==> src/rtl/cfgp_pkg.sv <==
// Package: frame layout constants shared by the configuration port.
// Assumes the control byte occupies the first eight bits of every frame.
package cfgp_pkg;
    localparam int CTRL_W    = 8;
    localparam int START_BIT = 0;
    localparam int RW_BIT    = 1;
    localparam int PD_BIT    = 2;
    localparam int BW_BIT    = 3;
    localparam int CLAMP_BIT = 4;
    localparam int MODE_BIT  = 5;
    localparam int GAIN_LSB  = 6;
    localparam int GAIN_W    = 2;
    localparam logic [CTRL_W-1:0] CTRL_DEFAULT = 8'b0010_0011;
endpackage

==> src/rtl/cfgp_sync.sv <==
// Module: multi-stage synchronizer for a bundle of slow asynchronous inputs.
// Assumes each input stays stable for several system clocks between changes.
module cfgp_sync #(
    parameter int WIDTH  = 1,
    parameter int STAGES = 2
) (
    input  logic             clk,
    input  logic             rst_n,
    input  logic [WIDTH-1:0] async_in,
    output logic [WIDTH-1:0] sync_out
);
    logic [WIDTH-1:0] stage_q [STAGES];

    // Shift the asynchronous inputs through the flop chain.
    always_ff @(posedge clk) begin
        if (!rst_n) begin
            for (int s = 0; s < STAGES; s++) stage_q[s] <= '0;
        end else begin
            stage_q[0] <= async_in;
            for (int s = 1; s < STAGES; s++) stage_q[s] <= stage_q[s-1];
        end
    end

    assign sync_out = stage_q[STAGES-1];
endmodule

==> src/rtl/cfgp_frame_rx.sv <==
// Module: serial frame receiver. It detects serial clock falls, waits for a
// start bit of 1, shifts FRAME_W bits in LSB first, and pulses frame_done for
// one cycle once the buffer holds a complete frame.
// Assumes synchronized inputs and at least two system cycles per serial half period.
module cfgp_frame_rx #(
    parameter int FRAME_W = 40
) (
    input  logic               clk,
    input  logic               rst_n,
    input  logic               hold,
    input  logic               s_clk,
    input  logic               s_din,
    output logic [FRAME_W-1:0] shreg,
    output logic               frame_done
);
    localparam int CNT_W = $clog2(FRAME_W + 1);
    localparam logic [CNT_W-1:0] LAST = CNT_W'(FRAME_W - 1);

    logic             clk_prev;
    logic             active;
    logic [CNT_W-1:0] cnt;
    logic             strobe;

    assign strobe = clk_prev & ~s_clk;

    // Remember the previous serial clock level for edge detection.
    always_ff @(posedge clk) begin
        if (!rst_n) clk_prev <= 1'b0;
        else        clk_prev <= s_clk;
    end

    // Shift buffer: a new bit enters at the top and the buffer moves toward bit 0.
    always_ff @(posedge clk) begin
        if (!rst_n) begin
            shreg <= '0;
        end else if (strobe && !hold && (active || s_din)) begin
            shreg <= {s_din, shreg[FRAME_W-1:1]};
        end
    end

    // Frame tracking: start on a 1, count bits, flag completion.
    always_ff @(posedge clk) begin
        if (!rst_n || hold) begin
            active     <= 1'b0;
            cnt        <= '0;
            frame_done <= 1'b0;
        end else begin
            frame_done <= 1'b0;
            if (strobe) begin
                if (active) begin
                    if (cnt == LAST) begin
                        active     <= 1'b0;
                        cnt        <= '0;
                        frame_done <= 1'b1;
                    end else begin
                        cnt <= cnt + 1'b1;
                    end
                end else if (s_din) begin
                    active <= 1'b1;
                    cnt    <= CNT_W'(1);
                end
            end
        end
    end
endmodule

==> src/rtl/cfgp_route_dec.sv <==
// Module: decodes one channel's routing code into a one-hot output select,
// or a supply-tie flag for codes at or above NUM_OUTS.
// Assumes NUM_OUTS <= 2**CODE_W.
module cfgp_route_dec #(
    parameter int CODE_W   = 4,
    parameter int NUM_OUTS = 10
) (
    input  logic [CODE_W-1:0]   code,
    output logic [NUM_OUTS-1:0] onehot,
    output logic                tie
);
    // Compare the code with each output index.
    always_comb begin
        for (int i = 0; i < NUM_OUTS; i++) onehot[i] = (code == CODE_W'(i));
        tie = ({1'b0, code} >= (CODE_W+1)'(NUM_OUTS));
    end
endmodule

==> src/rtl/cfgp_top.sv <==
// Module: serial configuration port top. It synchronizes the serial pins,
// receives frames, commits write frames to the held configuration, and decodes
// the control fields and per-channel routing codes.
// Assumes clk runs at least four times faster than ser_clk.
module cfgp_top
    import cfgp_pkg::*;
#(
    parameter int NUM_CH      = 8,
    parameter int CODE_W      = 4,
    parameter int NUM_OUTS    = 10,
    parameter int SYNC_STAGES = 2
) (
    input  logic                         clk,
    input  logic                         rst_n,
    input  logic                         ser_clk,
    input  logic                         ser_din,
    input  logic                         cfg_rst,
    output logic                         ser_dout,
    output logic                         pwr_down,
    output logic                         bw_wide,
    output logic                         clamp_off,
    output logic                         tgc_mode,
    output logic [GAIN_W-1:0]            gain_code,
    output logic [NUM_CH*CODE_W-1:0]     route_code,
    output logic [NUM_CH*NUM_OUTS-1:0]   route_onehot,
    output logic [NUM_CH-1:0]            route_tie
);
    localparam int ROUTE_W = NUM_CH * CODE_W;
    localparam int FRAME_W = CTRL_W + ROUTE_W;
    localparam logic [FRAME_W-1:0] CFG_DEFAULT = {{ROUTE_W{1'b0}}, CTRL_DEFAULT};

    logic               s_clk, s_din, rst_hold;
    logic [FRAME_W-1:0] frame_data;
    logic               frame_done;
    logic [FRAME_W-1:0] cfg_q;

    cfgp_sync #(.WIDTH(3), .STAGES(SYNC_STAGES)) u_sync (
        .clk      (clk),
        .rst_n    (rst_n),
        .async_in ({cfg_rst, ser_din, ser_clk}),
        .sync_out ({rst_hold, s_din, s_clk})
    );

    cfgp_frame_rx #(.FRAME_W(FRAME_W)) u_rx (
        .clk        (clk),
        .rst_n      (rst_n),
        .hold       (rst_hold),
        .s_clk      (s_clk),
        .s_din      (s_din),
        .shreg      (frame_data),
        .frame_done (frame_done)
    );

    // Held configuration: defaults under either reset, replaced by write frames.
    always_ff @(posedge clk) begin
        if (!rst_n || rst_hold)                  cfg_q <= CFG_DEFAULT;
        else if (frame_done && frame_data[RW_BIT]) cfg_q <= frame_data;
    end

    assign ser_dout   = frame_data[0];
    assign pwr_down   = cfg_q[PD_BIT];
    assign bw_wide    = cfg_q[BW_BIT];
    assign clamp_off  = cfg_q[CLAMP_BIT];
    assign tgc_mode   = cfg_q[MODE_BIT];
    assign gain_code  = cfg_q[GAIN_LSB +: GAIN_W];
    assign route_code = cfg_q[CTRL_W +: ROUTE_W];

    for (genvar c = 0; c < NUM_CH; c++) begin : g_ch
        cfgp_route_dec #(.CODE_W(CODE_W), .NUM_OUTS(NUM_OUTS)) u_dec (
            .code   (route_code[c*CODE_W +: CODE_W]),
            .onehot (route_onehot[c*NUM_OUTS +: NUM_OUTS]),
            .tie    (route_tie[c])
        );
    end
endmodule

==> config.mk <==
export PLATFORM = sky130hd
export DESIGN_NAME = cfgp_top
export DESIGN_NICKNAME = d
export VERILOG_FILES = /design/src/rtl/cfgp_pkg.sv /design/src/rtl/cfgp_sync.sv /design/src/rtl/cfgp_frame_rx.sv /design/src/rtl/cfgp_route_dec.sv /design/src/rtl/cfgp_top.sv
export SDC_FILE = /design/constraint.sdc
export NUM_CORES = 1
export LEC_CHECK = 0
export BUFFER_PORTS_ARGS = -buffer_cell sky130_fd_sc_hd__buf_2
export CAP_MARGIN = 20
export CORE_MARGIN = 1
export CORE_UTILIZATION = 46
export CTS_BUF_LIST = sky130_fd_sc_hd__clkbuf_8 sky130_fd_sc_hd__clkbuf_16
export DETAILED_ROUTE_END_ITERATION = 16
export PLACE_DENSITY_LB_ADDON = 0.2
export SLEW_MARGIN = 15
export SYNTH_ARGS = -nofsm -noshare
export SYNTH_HDL_FRONTEND = slang
export SYNTH_SLANG_ARGS = --single-unit
==> constraint.sdc <==
create_clock -name clk -period 1.15 [get_ports clk]
set_input_delay 0.0575 -clock clk [delete_from_list [all_inputs] [get_ports clk]]
set_output_delay 0.0575 -clock clk [all_outputs]
set_load 0.02 [all_outputs]
Word-level counts from Yosys, hierarchy flattened
Memories as Yosys holds them, arrays and structs flattened.
Cells that the tools add are included.
W data, S select, Z words.
- add/sub/neg operators: 1
- multiply operators: 0
- div/mod/pow operators: 0
- magnitude comparators: 8
- equal/unequal tests: 73
- shifts and indexed selects: 0
- mux-type cells: 11
- bitwise operators: 6
- reduce and logical (&&, ||, !) cells: 18
- operators by type and width (kind ; number):
    $eq A4 B3 Y1 const B ; 32
    $eq A4 B2 Y1 const B ; 16
    $eq A4 B4 Y1 const B ; 16
    $eq A4 B1 Y1 const B ; 8
    $ge A4 B4 Y1 const B ; 8
    $logic_not A4 Y1 ; 8
    $mux W6 ; 3
    $add A6 B1 Y6 const B ; 1
    $eq A6 B6 Y1 const B ; 1
    $mux W1 ; 6
    $mux W3 ; 2
    $logic_and A1 B1 Y1 ; 3
    $not A1 Y1 ; 3
    $reduce_or A3 Y1 ; 1
    $logic_not A1 Y1 ; 2
    $logic_or A1 B1 Y1 ; 2
    $or A1 B1 Y1 ; 2
    $reduce_and A2 Y1 ; 1
    $reduce_bool A2 Y1 ; 1
    $and A1 B1 Y1 ; 1
- flip-flop bits (word level): 89
- bits in latches: 0
- memory bits (writable): 6
- ROM bits: 0
- bits of input ports: 5
- output and inout port bits: 127
- logic and storage cells: 124
- memories: 1
- memories (name ; depth ; width ; rd ports ; clocked after Yosys merged registers in ; wr ports ; RTL line ; RTL):
    u_sync.stage_q ; 2 ; 3 ; 2 ; 0 ; 2 ; cfgp_sync.sv:12 ; logic [WIDTH-1:0] stage_q [STAGES];

Depth between registers and ports, before layout
- depth in word-level cells: 4
- depth in mapped cells: 6
- depth with buffers taken out: 5

By module
A second synthesis with hierarchy kept.
- cell total of the unflattened synthesis: 535
- area, all modules: 5190.0 um^2
- modules (own cells, without submodules) (module ; times used ; cells an instance ; area an instance (um^2) ; seq. area each (um^2)):
    cfgp_frame_rx ; 1 ; 228 ; 1953.1 ; 980.9
    cfgp_top ; 1 ; 172 ; 1635.3 ; 760.7
    cfgp_route_dec ; 8 ; 15 ; 177.7 ; 0.0
    cfgp_sync ; 1 ; 15 ; 180.2 ; 120.1

Worst setup path before layout
OpenSTA, ideal clock, no wires.
- path type: register to output
- from: register cfg_q[39]
- to: output route_onehot[70]
- data arrival time: 1.271 ns
- required time: 1.092 ns
- path slack: -0.178 ns
- cell stages (with the launch flop): 3
- path buffers: 1
- cells stage by stage: dfxtp_1 clkbuf_1 nor4_1
- longest elaborated chain between the ends: 1
- ends and longest elaborated chain (what ; RTL line ; RTL):
    start, declared ; cfgp_top.sv:35 ; logic [FRAME_W-1:0] cfg_q;
    start signal, assigned ; cfgp_top.sv:57 ; else if (frame_done && frame_data[RW_BIT]) cfg_q <= frame_data;
    $logic_not A4 Y1 ; cfgp_route_dec.sv:14 ; for (int i = 0; i < NUM_OUTS; i++) onehot[i] = (code == CODE_W'(i));
    end, declared ; cfgp_top.sv:25 ; output logic [NUM_CH*NUM_OUTS-1:0] route_onehot,
Every way passes these cells.

Worst setup path after layout
- from: register u_rx.clk_prev
- to: register u_rx.shreg[24]
- longest elaborated chain between the ends: 3
- ends and longest elaborated chain (what ; RTL line ; RTL):
    start, declared ; cfgp_frame_rx.sv:19 ; logic clk_prev;
    start signal, assigned ; cfgp_frame_rx.sv:29 ; else clk_prev <= s_clk;
    $and A1 B1 Y1 ; cfgp_frame_rx.sv:24 ; assign strobe = clk_prev & ~s_clk;
    $logic_and A1 B1 Y1 (2 in a row) ; cfgp_frame_rx.sv:36 ; end else if (strobe && !hold && (active || s_din)) begin
    end signal, assigned ; cfgp_frame_rx.sv:37 ; shreg <= {s_din, shreg[FRAME_W-1:1]};
    end, declared ; cfgp_frame_rx.sv:13 ; output logic [FRAME_W-1:0] shreg,
Every way passes these cells.
A chain may end at the register's enable or synchronous reset.

==> flow_metrics.tcl <==
set metrics [dict create \
    final_layout_size_suffix_gt1_frac 0.599 \
    area_growth_pct 91.6 \
    clk_latency_ns 0.39 \
    synth.top_cell.area_share 0.447 \
    seq_area_frac_synth 0.447 \
    drt-vias-per-instance 6.41 \
    min_from "rst_n" \
    finClkSkew_ns 0.0235 \
    ys_ff_latch 93 \
    core-area_um2 8720 \
    grt_max_degree 31 \
    power_frac_clock 0.451 \
    swShare 0.224 \
    io_pins 132 \
    vias 5628 \
    diodes 0 \
    synthAdderAreaFrac 0.00301 \
    end_kind "flip-flop" \
    synth_compound_area_frac 0.148 \
    critPathRequiredTime_ns 1.41 \
    power.switching_uw 1360 \
    synth.avg_cell_area_um2 7.54 \
    r2r_end "u_rx.shreg[24]" \
    nets 771 \
    worstSetupPathType "flip-flop to flip-flop" \
    power_frac_comb 0.030 \
    grt_pass1_vias 4595 \
    cts_buffers 9 \
    fp.dieW_um 97.1 \
    netlist_top_cells_area "dfxtp_1 45%, nand2_1 15%, a21boi_0 5.2%, a21oi_1 5.2%, nand2b_1 5.1%" \
    crit_arrival_ns 1.91 \
    synthCells 552 \
    first_pass_iters 6 \
    p_seq_frac 0.519 \
    yosysUniqueCellTypes 34 \
    maxCapViolCount 0 \
    synthSimpleGateAreaFrac 0.345 \
    rr_worst_depth 7 \
    dieArea_um2 9430 \
    synth_area_leader_cell "dfxtp_1" \
    routedWlPerCell_um 24.3 \
    gp_congestion 0.893 \
    r2r-start "u_rx.clk_prev" \
    post-route-period-util 1.43 \
    synthMuxAreaShare 0 \
    holdWs_ns 0.0801 \
    violations "setup timing" \
    power_uw 6080 \
    nFillCells 267 \
    antenna_found_initial 0 \
    power.internal_uw 4720 \
    io_buffer_count 131 \
    synthXorXnorAreaFrac 0 \
    slew_violations 0 \
    synth_top_family_by_area "simple AND/OR/NAND/NOR gates" \
    rsz0062_at_grt "yes" \
    ir_worst_vdd_v 0.000830 \
    cts_htree_levels 3 \
    tightest_slew_ns 0.543 \
    period_needed_ns 1.65 \
    ff_latch_area_um2 2000 \
    routed_wl_um 21400 \
    power_density_nw_per_um2 762 \
    antenna_left 0 \
    yosys_warnings 0 \
    setup_viol 157 \
    fin_ws_ns -0.496 \
    max_slew_margin 0.638 \
    place_hpwl_um 6520 \
    netlist_area_um2 4160 \
    layout.cells.most_common "nand2_1" \
    p_leak_uw 0.00320 \
    min_path_type "primary input to flip-flop" \
    crit_path_max_fanout 6 \
    finalHoldViolCount 0 \
    grt_util_all_layers 0.290 \
    start_kind "flip-flop" \
    clockRootBuffer "clkbuf_8" \
    grt_pass1_wl_um 22500 \
    ff2ff_setup_slack_ns -0.50 \
    synth_fp_nets 558 \
    hold-path-endpoint "cfg_q[5]" \
    drt_iter0_markers 573 \
    cts.sink_count 93 \
    fp.dieH_um 97.1 \
    grt-ovfl-total 0 \
    clk_path_buf_depth 2 \
    mostFrequentLayoutCells "146 x nand2_1, 125 x buf_6, 79 x buf_4" \
    path_clk_slew_ns 0.11 \
    hold_depth 3 \
    multi_input_area_um2 3260 \
    rows 34 \
    cts_tree "yes" \
    initial_core_util 0.477 \
    status "finished with violations" \
    fmax_mhz 608 \
    drc 0 \
]
sequential cells by signal, summed over array words and instances, names as in the netlist:
name	flops
u_rx.cnt	6
u_rx.shreg	40
u_rx.clk_prev	1
u_sync.stage_q	6
u_rx.frame_done	1
u_rx.active	1
cfg_q	38
cells in the mapped netlist:
cell type,count
a22oi_1,1
nor2_1,35
dfxtp_1,93
buf_4,11
nand2_1,171
nor4_1,8
nor3b_1,1
clkbuf_1,17
o21a_1,7
and2_1,9
nor4bb_1,1
a21oi_1,43
nand4_1,2
nand2b_1,34
o22ai_1,1
nand3_1,3
a21boi_1,10
a31oi_1,1
nor3_1,41
buf_6,2
nand3b_1,1
and3_1,2
nand4b_1,1
or3_1,1
buf_1,1
nor2b_1,5
nor3_4,1
o211ai_1,1
ha_1,1
o21ai_2,1
a21boi_0,29
o21ai_0,4
nor3b_2,1
buf_2,12
stage by stage:
stage | utilization | cell area (µm²) | TNS, ns | cells | setup WS, ns
after detailed placement | 0.595 | 5190 | -1.36 | 781 | -0.108
after global placement | 0.595 | 5190 | -0.122 | 781 | -0.0321
after floorplan | - | 4340 | -4.19 | 552 | -0.0984
final | 0.914 | 7980 | -26.40 | 878 | -0.496
after CTS | 0.805 | 7020 | -11.20 | 858 | -0.182
after global routing | 0.914 | 7980 | -31.11 | 878 | -0.534
worst max path at each step:
stage / from / end / slack (ns) / cells past startpoint
3_5_place_dp: u_rx.cnt[1] / u_rx.active / -0.11 / 5
2_1_floorplan: cfg_q[14] / route_onehot[18] / -0.1 / 3
5_1_grt: u_rx.clk_prev / u_rx.shreg[24] / -0.53 / 7
3_3_place_gp: u_rx.cnt[1] / u_rx.active / -0.03 / 5
6_report: u_rx.clk_prev / u_rx.shreg[24] / -0.50 / 7
4_1_cts: cfg_q[36] / route_onehot[74] / -0.18 / 3
area by class of cell:
type | instances | share of cell area
flip-flops and latches | 93 | 0.251
clock inverters | 6 | 0.0129
multi-input cells | 416 | 0.409
well taps | 108 | 0.0169
clock buffers | 10 | 0.0173
repair buffers | 245 | 0.294
cell families after synthesis:
group	Yosys count
and+or+nand+nor	317
adders and majority gates	1
buffers and inverters	43
AOI/OAI and AO/OA	98
DFF	93
power by group through the flow:
| stage | registers (µW) | clock network, µW | logic (µW) |
|---|---|---|---|
| 2_1_floorplan | 3310 | 0 | 84.9 |
| 3_3_place_gp | 3310 | 0 | 125 |
| 3_5_place_dp | 3310 | 0 | 127 |
| 4_1_cts | 3160 | 2600 | 160 |
| 5_1_grt | 3160 | 2850 | 189 |
| 6_report | 3160 | 2740 | 182 |
metal layers:
layer  GRT usage  up-vias  routed length, µm
li1            -     2255                  -
met1       0.348     2642               7210
met2       0.520      539              10400
met3      0.0381      192               1960
met4       0.119        0               1850
met5           0        -                  0
critical path: stages, from the launching register on:
cell and delay, ns:
dfxtp_2 0.36, buf_6 0.11, nand2b_4 0.07, nor3_4 0.29
buf_6 0.16, buf_6 0.13, nand2_1 0.08, a21boi_1 0.33
what timing repair did:
action,4_1_cts,5_1_grt
pin swaps,40,48
setup endpoints to repair,152,178
hold endpoints to repair,3,0
resized for setup,340,222
gates cloned,4,2
buffers inserted,54,22
hold buffers,3,0
(Power assumes the default switching activity.)
